<file path="src/rtl/sram_seq_pkg.sv">
package sram_seq_pkg;

   typedef enum logic [2:0] {
      ST_IDLE,
      ST_READ,
      ST_WSETUP,
      ST_WSTROBE,
      ST_WHOLD
   } seq_state_e;

   function automatic int unsigned max3(input int unsigned a, input int unsigned b,
                                        input int unsigned c);
      int unsigned m;
      m = (a > b) ? a : b;
      return (m > c) ? m : c;
   endfunction

endpackage

</file>
<file path="src/rtl/sram_seq_cnt.sv">
module sram_seq_cnt #(
   parameter int CNT_W = 10
) (
   input  logic             clk,
   input  logic             rst_n,
   input  logic             load,
   input  logic [CNT_W-1:0] load_val,
   output logic             zero
);
   logic [CNT_W-1:0] cnt;

   always_ff @(posedge clk) begin
      if (!rst_n)          cnt <= '0;
      else if (load)       cnt <= load_val;
      else if (cnt != '0)  cnt <= cnt - CNT_W'(1);
   end

   assign zero = (cnt == '0);
endmodule

</file>
<file path="src/rtl/sram_seq_cfg.sv">
module sram_seq_cfg #(
   parameter int DLY_W   = 4,
   parameter int WAIT_W  = 5,
   parameter int EXT_W   = 10,
   parameter int CNT_W   = 10,
   parameter bit HAS_EXT = 1'b1
) (
   input  logic              clk,
   input  logic              rst_n,
   input  logic              take,
   input  logic [DLY_W-1:0]  cfg_wen_dly,
   input  logic [WAIT_W-1:0] cfg_rd_wait,
   input  logic [WAIT_W-1:0] cfg_wr_wait,
   input  logic [EXT_W-1:0]  cfg_ext_wait,
   input  logic              cfg_ext_en,
   input  logic              cfg_buf_en,
   output logic [CNT_W-1:0]  dly_now,
   output logic [CNT_W-1:0]  rd_now,
   output logic [CNT_W-1:0]  wr_q,
   output logic              buf_q
);
   logic [CNT_W-1:0] wr_now;

   assign dly_now = CNT_W'(cfg_wen_dly);

   generate
      if (HAS_EXT) begin : g_ext
         assign rd_now = cfg_ext_en ? CNT_W'(cfg_ext_wait) : CNT_W'(cfg_rd_wait);
         assign wr_now = cfg_ext_en ? CNT_W'(cfg_ext_wait) : CNT_W'(cfg_wr_wait);
      end else begin : g_noext
         assign rd_now = CNT_W'(cfg_rd_wait);
         assign wr_now = CNT_W'(cfg_wr_wait);
      end
   endgenerate

   always_ff @(posedge clk) begin
      if (!rst_n) begin
         wr_q  <= '0;
         buf_q <= 1'b0;
      end else if (take) begin
         wr_q  <= wr_now;
         buf_q <= cfg_buf_en;
      end
   end
endmodule

</file>
<file path="src/rtl/sram_seq_fsm.sv">
module sram_seq_fsm
   import sram_seq_pkg::*;
#(
   parameter int ADDR_W = 16,
   parameter int DATA_W = 16,
   parameter int CNT_W  = 10,
   localparam int BE_W  = DATA_W / 8
) (
   input  logic              clk,
   input  logic              rst_n,
   input  logic              req_valid,
   input  logic              req_write,
   input  logic [ADDR_W-1:0] req_addr,
   input  logic [DATA_W-1:0] req_wdata,
   input  logic [BE_W-1:0]   req_be,
   input  logic              cfg_wprot,
   input  logic [CNT_W-1:0]  dly_now,
   input  logic [CNT_W-1:0]  rd_now,
   input  logic [CNT_W-1:0]  wr_q,
   input  logic              cnt_zero,
   output logic              take,
   output logic              cnt_load,
   output logic [CNT_W-1:0]  cnt_val,
   output logic              req_ready,
   output logic              rsp_done,
   output logic              rsp_err,
   output logic [DATA_W-1:0] rsp_rdata,
   output logic              mem_cs_n,
   output logic              mem_oe_n,
   output logic              mem_we_n,
   output logic [BE_W-1:0]   be_q,
   output logic [ADDR_W-1:0] addr_q,
   output logic [DATA_W-1:0] wdata_q,
   input  logic [DATA_W-1:0] mem_rdata
);
   seq_state_e state;
   logic       refuse;

   assign req_ready = (state == ST_IDLE);
   assign take      = req_valid && req_ready;
   assign refuse    = req_write && cfg_wprot;

   always_comb begin
      cnt_load = 1'b0;
      cnt_val  = '0;
      if (take && !refuse) begin
         cnt_load = 1'b1;
         cnt_val  = req_write ? dly_now : rd_now;
      end else if (state == ST_WSETUP && cnt_zero) begin
         cnt_load = 1'b1;
         cnt_val  = wr_q;
      end
   end

   always_ff @(posedge clk) begin
      if (!rst_n) begin
         state     <= ST_IDLE;
         mem_cs_n  <= 1'b1;
         mem_oe_n  <= 1'b1;
         mem_we_n  <= 1'b1;
         rsp_done  <= 1'b0;
         rsp_err   <= 1'b0;
         rsp_rdata <= '0;
         be_q      <= '0;
         addr_q    <= '0;
         wdata_q   <= '0;
      end else begin
         rsp_done <= 1'b0;
         rsp_err  <= 1'b0;
         case (state)
            ST_IDLE: begin
               if (take) begin
                  if (refuse) begin
                     rsp_done <= 1'b1;
                     rsp_err  <= 1'b1;
                  end else begin
                     addr_q   <= req_addr;
                     wdata_q  <= req_wdata;
                     be_q     <= req_be;
                     mem_cs_n <= 1'b0;
                     if (req_write) begin
                        state <= ST_WSETUP;
                     end else begin
                        mem_oe_n <= 1'b0;
                        state    <= ST_READ;
                     end
                  end
               end
            end
            ST_READ: begin
               if (cnt_zero) begin
                  rsp_rdata <= mem_rdata;
                  mem_cs_n  <= 1'b1;
                  mem_oe_n  <= 1'b1;
                  rsp_done  <= 1'b1;
                  state     <= ST_IDLE;
               end
            end
            ST_WSETUP: begin
               if (cnt_zero) begin
                  mem_we_n <= 1'b0;
                  state    <= ST_WSTROBE;
               end
            end
            ST_WSTROBE: begin
               if (cnt_zero) begin
                  mem_we_n <= 1'b1;
                  state    <= ST_WHOLD;
               end
            end
            ST_WHOLD: begin
               mem_cs_n <= 1'b1;
               rsp_done <= 1'b1;
               state    <= ST_IDLE;
            end
            default: state <= ST_IDLE;
         endcase
      end
   end
endmodule

</file>
<file path="src/rtl/sram_seq.sv">
module sram_seq
   import sram_seq_pkg::*;
#(
   parameter int ADDR_W  = 16,
   parameter int DATA_W  = 16,
   parameter int DLY_W   = 4,
   parameter int WAIT_W  = 5,
   parameter int EXT_W   = 10,
   parameter bit HAS_EXT = 1'b1,
   localparam int BE_W   = DATA_W / 8
) (
   input  logic              clk,
   input  logic              rst_n,
   input  logic              req_valid,
   input  logic              req_write,
   input  logic [ADDR_W-1:0] req_addr,
   input  logic [DATA_W-1:0] req_wdata,
   input  logic [BE_W-1:0]   req_be,
   output logic              req_ready,
   output logic              rsp_done,
   output logic              rsp_err,
   output logic [DATA_W-1:0] rsp_rdata,
   input  logic [DLY_W-1:0]  cfg_wen_dly,
   input  logic [WAIT_W-1:0] cfg_rd_wait,
   input  logic [WAIT_W-1:0] cfg_wr_wait,
   input  logic [EXT_W-1:0]  cfg_ext_wait,
   input  logic              cfg_ext_en,
   input  logic              cfg_wprot,
   input  logic              cfg_buf_en,
   output logic              mem_cs_n,
   output logic              mem_oe_n,
   output logic              mem_we_n,
   output logic [BE_W-1:0]   mem_be_n,
   output logic [ADDR_W-1:0] mem_addr,
   output logic [DATA_W-1:0] mem_wdata,
   input  logic [DATA_W-1:0] mem_rdata,
   output logic              mem_buf_en
);
   localparam int CNT_W = int'(max3(DLY_W, WAIT_W, EXT_W));

   generate
      if (DATA_W < 8 || (DATA_W % 8) != 0) begin : g_bad_data_w
         initial $fatal(1, "sram_seq: DATA_W must be a positive multiple of 8");
      end
      if (DLY_W < 1 || WAIT_W < 1 || EXT_W < 1) begin : g_bad_cnt_w
         initial $fatal(1, "sram_seq: timing field widths must be at least 1");
      end
   endgenerate

   logic             take, cnt_load, cnt_zero, buf_q;
   logic [CNT_W-1:0] cnt_val, dly_now, rd_now, wr_q;
   logic [BE_W-1:0]  be_q;

   sram_seq_cfg #(
      .DLY_W(DLY_W), .WAIT_W(WAIT_W), .EXT_W(EXT_W), .CNT_W(CNT_W), .HAS_EXT(HAS_EXT)
   ) u_cfg (
      .clk(clk), .rst_n(rst_n), .take(take),
      .cfg_wen_dly(cfg_wen_dly), .cfg_rd_wait(cfg_rd_wait), .cfg_wr_wait(cfg_wr_wait),
      .cfg_ext_wait(cfg_ext_wait), .cfg_ext_en(cfg_ext_en), .cfg_buf_en(cfg_buf_en),
      .dly_now(dly_now), .rd_now(rd_now), .wr_q(wr_q), .buf_q(buf_q)
   );

   sram_seq_cnt #(.CNT_W(CNT_W)) u_cnt (
      .clk(clk), .rst_n(rst_n), .load(cnt_load), .load_val(cnt_val), .zero(cnt_zero)
   );

   sram_seq_fsm #(.ADDR_W(ADDR_W), .DATA_W(DATA_W), .CNT_W(CNT_W)) u_fsm (
      .clk(clk), .rst_n(rst_n),
      .req_valid(req_valid), .req_write(req_write), .req_addr(req_addr),
      .req_wdata(req_wdata), .req_be(req_be), .cfg_wprot(cfg_wprot),
      .dly_now(dly_now), .rd_now(rd_now), .wr_q(wr_q), .cnt_zero(cnt_zero),
      .take(take), .cnt_load(cnt_load), .cnt_val(cnt_val),
      .req_ready(req_ready), .rsp_done(rsp_done), .rsp_err(rsp_err), .rsp_rdata(rsp_rdata),
      .mem_cs_n(mem_cs_n), .mem_oe_n(mem_oe_n), .mem_we_n(mem_we_n),
      .be_q(be_q), .addr_q(mem_addr), .wdata_q(mem_wdata), .mem_rdata(mem_rdata)
   );

   assign mem_be_n   = mem_cs_n ? {BE_W{1'b1}} : ~be_q;
   assign mem_buf_en = buf_q & ~mem_cs_n;
endmodule

</file>
<file path="config.mk">
export PLATFORM = sky130hd
export DESIGN_NAME = sram_seq
export DESIGN_NICKNAME = d
export VERILOG_FILES = /design/src/rtl/sram_seq_pkg.sv /design/src/rtl/sram_seq_cnt.sv /design/src/rtl/sram_seq_cfg.sv /design/src/rtl/sram_seq_fsm.sv /design/src/rtl/sram_seq.sv
export SDC_FILE = /design/constraint.sdc
export NUM_CORES = 1
export LEC_CHECK = 0
export BUFFER_PORTS_ARGS = -buffer_cell sky130_fd_sc_hd__buf_2
export CORE_ASPECT_RATIO = 0.6
export CORE_MARGIN = 1.5
export CORE_UTILIZATION = 52
export CTS_CLUSTER_SIZE = 16
export DETAILED_ROUTE_END_ITERATION = 12
export PLACE_DENSITY = 0.85
export SLEW_MARGIN = 25
export SYNTH_ARGS = -nofsm -noshare
export SYNTH_HDL_FRONTEND = slang
export SYNTH_SLANG_ARGS = --single-unit
</file>
<file path="constraint.sdc">
create_clock -name clk -period 6.78 [get_ports clk]
set_input_delay 0.339 -clock clk [delete_from_list [all_inputs] [get_ports clk]]
set_output_delay 0.339 -clock clk [all_outputs]
set_load 0.02 [all_outputs]
</file>
* Yosys cells after proc, flatten, opt, wreduce, memory -nomap -nowiden
Cells that the tools add are included.
Word-level totals: bits in registers 79, latch bits 0, RAM bits 0, bits in read-only memories 0, input bits 81, output and inout bits 57, memories 0
Cells by class: $add $sub $neg 1, $mul 0, div/mod/pow operators 0, magnitude comparators 0, equal/unequal tests 10, shifts and indexed selects 0, multiplexer cells 31, bitwise gates (word level) 4, reduce and logical (&&, ||, !) cells 19
Operators by type and width (count):
- $mux 10 | 7
- $mux 3 | 5
- $mux 1 | 12
- $pmux 3 s4 | 1
- $logic_not 10->1 | 1
- $reduce_and 5->1 | 2
- $reduce_bool 10->1 | 1
- $sub 10x1->10 const B | 1
- $ne 2x1->1 const B | 4
- $eq 3x2->1 const B | 2
- $pmux 1 s3 | 2
- $reduce_and 3->1 | 2
- $reduce_bool 2->1 | 3
- $logic_and 1x1->1 | 4
- $mux 2 | 2
- $ne 2x2->1 const B | 2
- $pmux 1 s2 | 2
- $reduce_and 2->1 | 2
- $reduce_and 4->1 | 1
- $eq 3x1->1 const B | 1
- $eq 3x3->1 const B | 1
- $logic_not 3->1 | 1
- $reduce_bool 3->1 | 1
- $not 1->1 | 2
- other kinds (3) | 3

* Depth between registers and ports, before layout
depth after elaboration 5, gate-level depth with buffers 10, depth with buffers taken out 7

* By module
A second synthesis with hierarchy kept.
Unflattened totals: cells, all modules 427, area total of the unflattened synthesis 3794.9 sq um
By module, submodules not included:
- sram_seq_fsm | instances 1, cells an instance 285, area each 2537.4 sq um, sequential area each 1161.1 sq um
- sram_seq_cfg | instances 1, cells an instance 74, area each 665.6 sq um, sequential area each 220.2 sq um
- sram_seq_cnt | instances 1, cells an instance 65, area each 573.0 sq um, sequential area each 200.2 sq um
- sram_seq | instances 1, cells an instance 3, area each 18.8 sq um, sequential area each 0.0 sq um

* Worst setup path after synthesis
OpenSTA, ideal clock, no wires.
path kind reg-to-reg, start reg u_cnt.cnt[0], end reg u_fsm.rsp_rdata[10], library setup time 0.116 ns, arrival time 2.160 ns, setup slack 4.503 ns, stages on the path, launching flop included 11, buffers on the path 3, period minus slack after synthesis 2.277 ns, cells stage by stage dfxtp_1 -> inv_1 -> ha_1 -> or4b_4 -> or3_1 -> buf_6 -> or3_1 -> buf_6 -> buf_6 -> nand2_1 -> a21boi_1
On the way: cells in the longest elaborated chain, start to end 2
RTL lines:
- start: declaration | line sram_seq_cnt.sv:10 | logic [CNT_W-1:0] cnt;
- start signal: assignment | line sram_seq_cnt.sv:14 | else if (load) cnt <= load_val;
- start signal: assignment | line sram_seq_cnt.sv:15 | else if (cnt != '0) cnt <= cnt - CNT_W'(1);
- $logic_not 10->1 | line sram_seq_cnt.sv:18 | assign zero = (cnt == '0);
- $reduce_and 2->1 (no source line)
- end signal: assignment | line sram_seq_fsm.sv:92 | rsp_rdata <= mem_rdata;
- end: declaration | line sram_seq_fsm.sv:27 | output logic [DATA_W-1:0] rsp_rdata,
No other way between the ends. A chain may end at the register's enable or synchronous reset.

* Final worst setup path
start reg u_cnt.cnt[0], end reg u_fsm.rsp_rdata[1]
The elaborated chain is that of the path after synthesis.

==> metrics.txt <==
setup TNS 0 ps; # setup viols final 0; Tmin final about 2700 ps; die height around 67 um; Layout area overhead 26.5%; Post-DP HPWL a little over 6 mm; final period utilization between 30% and 40%; IO Port Bufs 137; R2R depth 7; gr ovfl total 0; global routing usage on met3 11.7%; warnings from Yosys 0; Overall Power approximately 1.5 mW; largest cells by area after synthesis dfxtp_1 45%, nand2_1 14%, a21boi_0 9.8%; busiest grt layer met2; Seq/Total Area, Yosys ~45%; Iteration-0 DRC Markers 245; register clock-pin slew on the reported worst setup and hold paths 50 ps; WS Path Type reg2reg; Worst path max stage delay ~670 ps; CP Cell Sequence inv_1 -> ha_1 -> or4b_4 -> or3_1 -> or3_1 -> nand2_1 -> a21boi_0; worst path arrival time 2930 ps; syn_nets slightly above 500; max-cap viol count 0; First-pass DRT Iterations 4; M1 GR Usage ~33%; Clk Latency, worst-skew pair ~340 ps; worst vdd rail ir drop about 180 uV; drt wl/cell between 10 and 15 um; library cells used by synthesis 50; post-synthesis cell area approximately 3500 um2; initial antenna violation count 0; met2 usage around two fifths; status finished clean; clock network power share 29.5%; Synth top area share 44.9%; antenna cells 0; Hold Crit Depth 3; setup repair after global routing missed its margin false; #FFs+latches synth between 70 and 80; Initial Util around 56%; Post-synth top cells 131 x nand2_1, 79 x dfxtp_1, 46 x a21boi_0; combinational share of power 30.3%; Worst Path Max Fanout 16; count leader, synth nand2_1; Antenna Nets Post-Route 0; Data required, critical path 7000 ps; H-tree depth 3; # hold bufs at CTS 0; top_reg_cell synth dfxtp_1; die area between 7000 and 8000 um2; DRC viols 0; EDFF count, synth 0; total CTS buffers 9; crit path max-delay cell type or3_1; Max clock buf depth 2; routed vias approximately 3400; Worst Tran Pin Value around 860 ps; sequential share of power around two fifths; internal power approximately 970 uW; min-delay worst type in2reg; Most common cell on crit path or3_1; CTS tree built; # clock sinks 79; # IOs 138; clk root buf clkbuf_16; GR Util All Layers between 20% and 30%; ratio of cells with drive above 1 in the final layout between 20% and 30%; Crit. End Element register; final-report hold violation count 0; Final Max Tran Viols 0; Post-CTS Setup Bufs 0; Core ar. 6330 um2; row cnt 22; switching pwr 500 uW; pin count of the biggest net entering global routing 75; Max-Slew Margin vs Limit 42.6%; Synth Instances 422; Vias/cell roughly 5.3; Placer Congestion between 0.9 and 1; Avg Cell Area, Syn 8.35 um2; Die Wd 109 um; Leak 2.03 nW; crit start category register; power per cell area about 330 nW/um2; switching share of power approximately a third; first-pass GRT wire length 14.1 mm; number of global-route vias before repair 3051; Post-Route WL between 8 and 9 mm; Async SR Flop Fraction 0%; Max Clock Skew 6.45 ps; Max Fclk ~0.37 GHz; post-CTS sizing 0; post-synth top area cell dfxtp_1; Final nets 626
cell type report:
cell class | instances | area [um2]
inverter | 5 | 18.8
clock buffer | 14 | 254
sequential | 79 | 1580
tap | 84 | 105
multi-input combinational | 308 | 1780
timing repair buffer | 140 | 708
clock inverter | 1 | 5.00
fill | 502 | 1870
power by group through the flow:
stage / clock network, mW / registers, mW / logic (mW)
floorplan: 0 / 0.610 / 0.306
global placement: 0 / 0.592 / 0.429
detailed placement: 0 / 0.597 / 0.441
CTS: 0.437 / 0.588 / 0.444
global route: 0.460 / 0.598 / 0.497
finish: 0.432 / 0.590 / 0.444
path summary, 6_finish.rpt:
path | startpoint | to | slack, ps
setup / recovery | u_cnt.cnt[0] | u_fsm.rsp_rdata[1] | 4080
hold / removal | mem_rdata[4] | u_fsm.rsp_rdata[4] | 250
setup reg to reg | u_cnt.cnt[0] | u_fsm.rsp_rdata[1] | 4080
hold reg to reg | u_fsm.rsp_rdata[9] | u_fsm.rsp_rdata[9] | 460
per-layer routing:
layer,wire length (um),vias up
li1,-,1687
met1,4080,1536
met2,3760,138
met3,956,9
met4,77,0
met5,0,-
cells by family (layout without fill, tap and decap cells):
logic type | count (synthesis) | in the layout | synth area share (%)
AO/OA/AOI/OAI | 112 | 112 | 23.4
XOR/XNOR | 2 | 2 | 0.497
adder cells (fa/ha/maj) | 2 | 2 | 0.710
buffers and inverters | 35 | 160 | 4.44
flip-flops | 79 | 79 | 44.9
multiplexers | 13 | 13 | 3.73
AND/OR/NAND/NOR | 179 | 179 | 22.3
layout by cell type, fill, tap and decap left out, types with 5 or more instances in the layout:
| cell type | netlist | final |
|---|---|---|
| nor2_1 | 11 | 11 |
| clkbuf_16 | 0 | 9 |
| nor3_1 | 5 | 5 |
| buf_2 | 2 | 137 |
| nand3_1 | 6 | 6 |
| nand2b_1 | 5 | 5 |
| o21ai_0 | 11 | 11 |
| dfxtp_1 | 79 | 79 |
| o211a_1 | 9 | 9 |
| mux2i_1 | 12 | 12 |
| nand2_1 | 131 | 131 |
| a21oi_1 | 9 | 9 |
| a21boi_1 | 10 | 10 |
| inv_1 | 5 | 5 |
| a21boi_0 | 46 | 46 |
per-stage QoR:
step / util [%] / hold slack [ps] / worst slack [ps] / area (um2) / std cells
final: 70.4 / 246 / 4080 / 4460 / 631
after global routing: 70.4 / 241 / 3840 / 4460 / 631
after CTS: 70.4 / 235 / 4080 / 4460 / 631
after detailed placement: 66.3 / 450 / 4100 / 4200 / 616
after global placement: 66.3 / 438 / 4170 / 4200 / 616
after floorplan: - / 439 / 4500 / 3520 / 422
registers in the layout (all words and copies together) (netlist names), 2 cells and up:
register / cells
u_fsm.addr_q: 16
u_fsm.wdata_q: 16
u_fsm.be_q: 2
u_cnt.cnt: 10
u_fsm.state: 3
u_cfg.wr_q: 10
u_fsm.rsp_rdata: 16
worst max-delay path, delay by kind of cell, from the launching register on:
| family | cells | cell delay (ps) |
|---|---|---|
| AOI/OAI and AO/OA | 1 | 90 |
| DFF | 1 | 340 |
| buffers and inverters | 1 | 90 |
| adders and majority gates | 1 | 190 |
| and+or+nand+nor | 4 | 1880 |
Note: power is estimated with default switching activity, not from simulation.
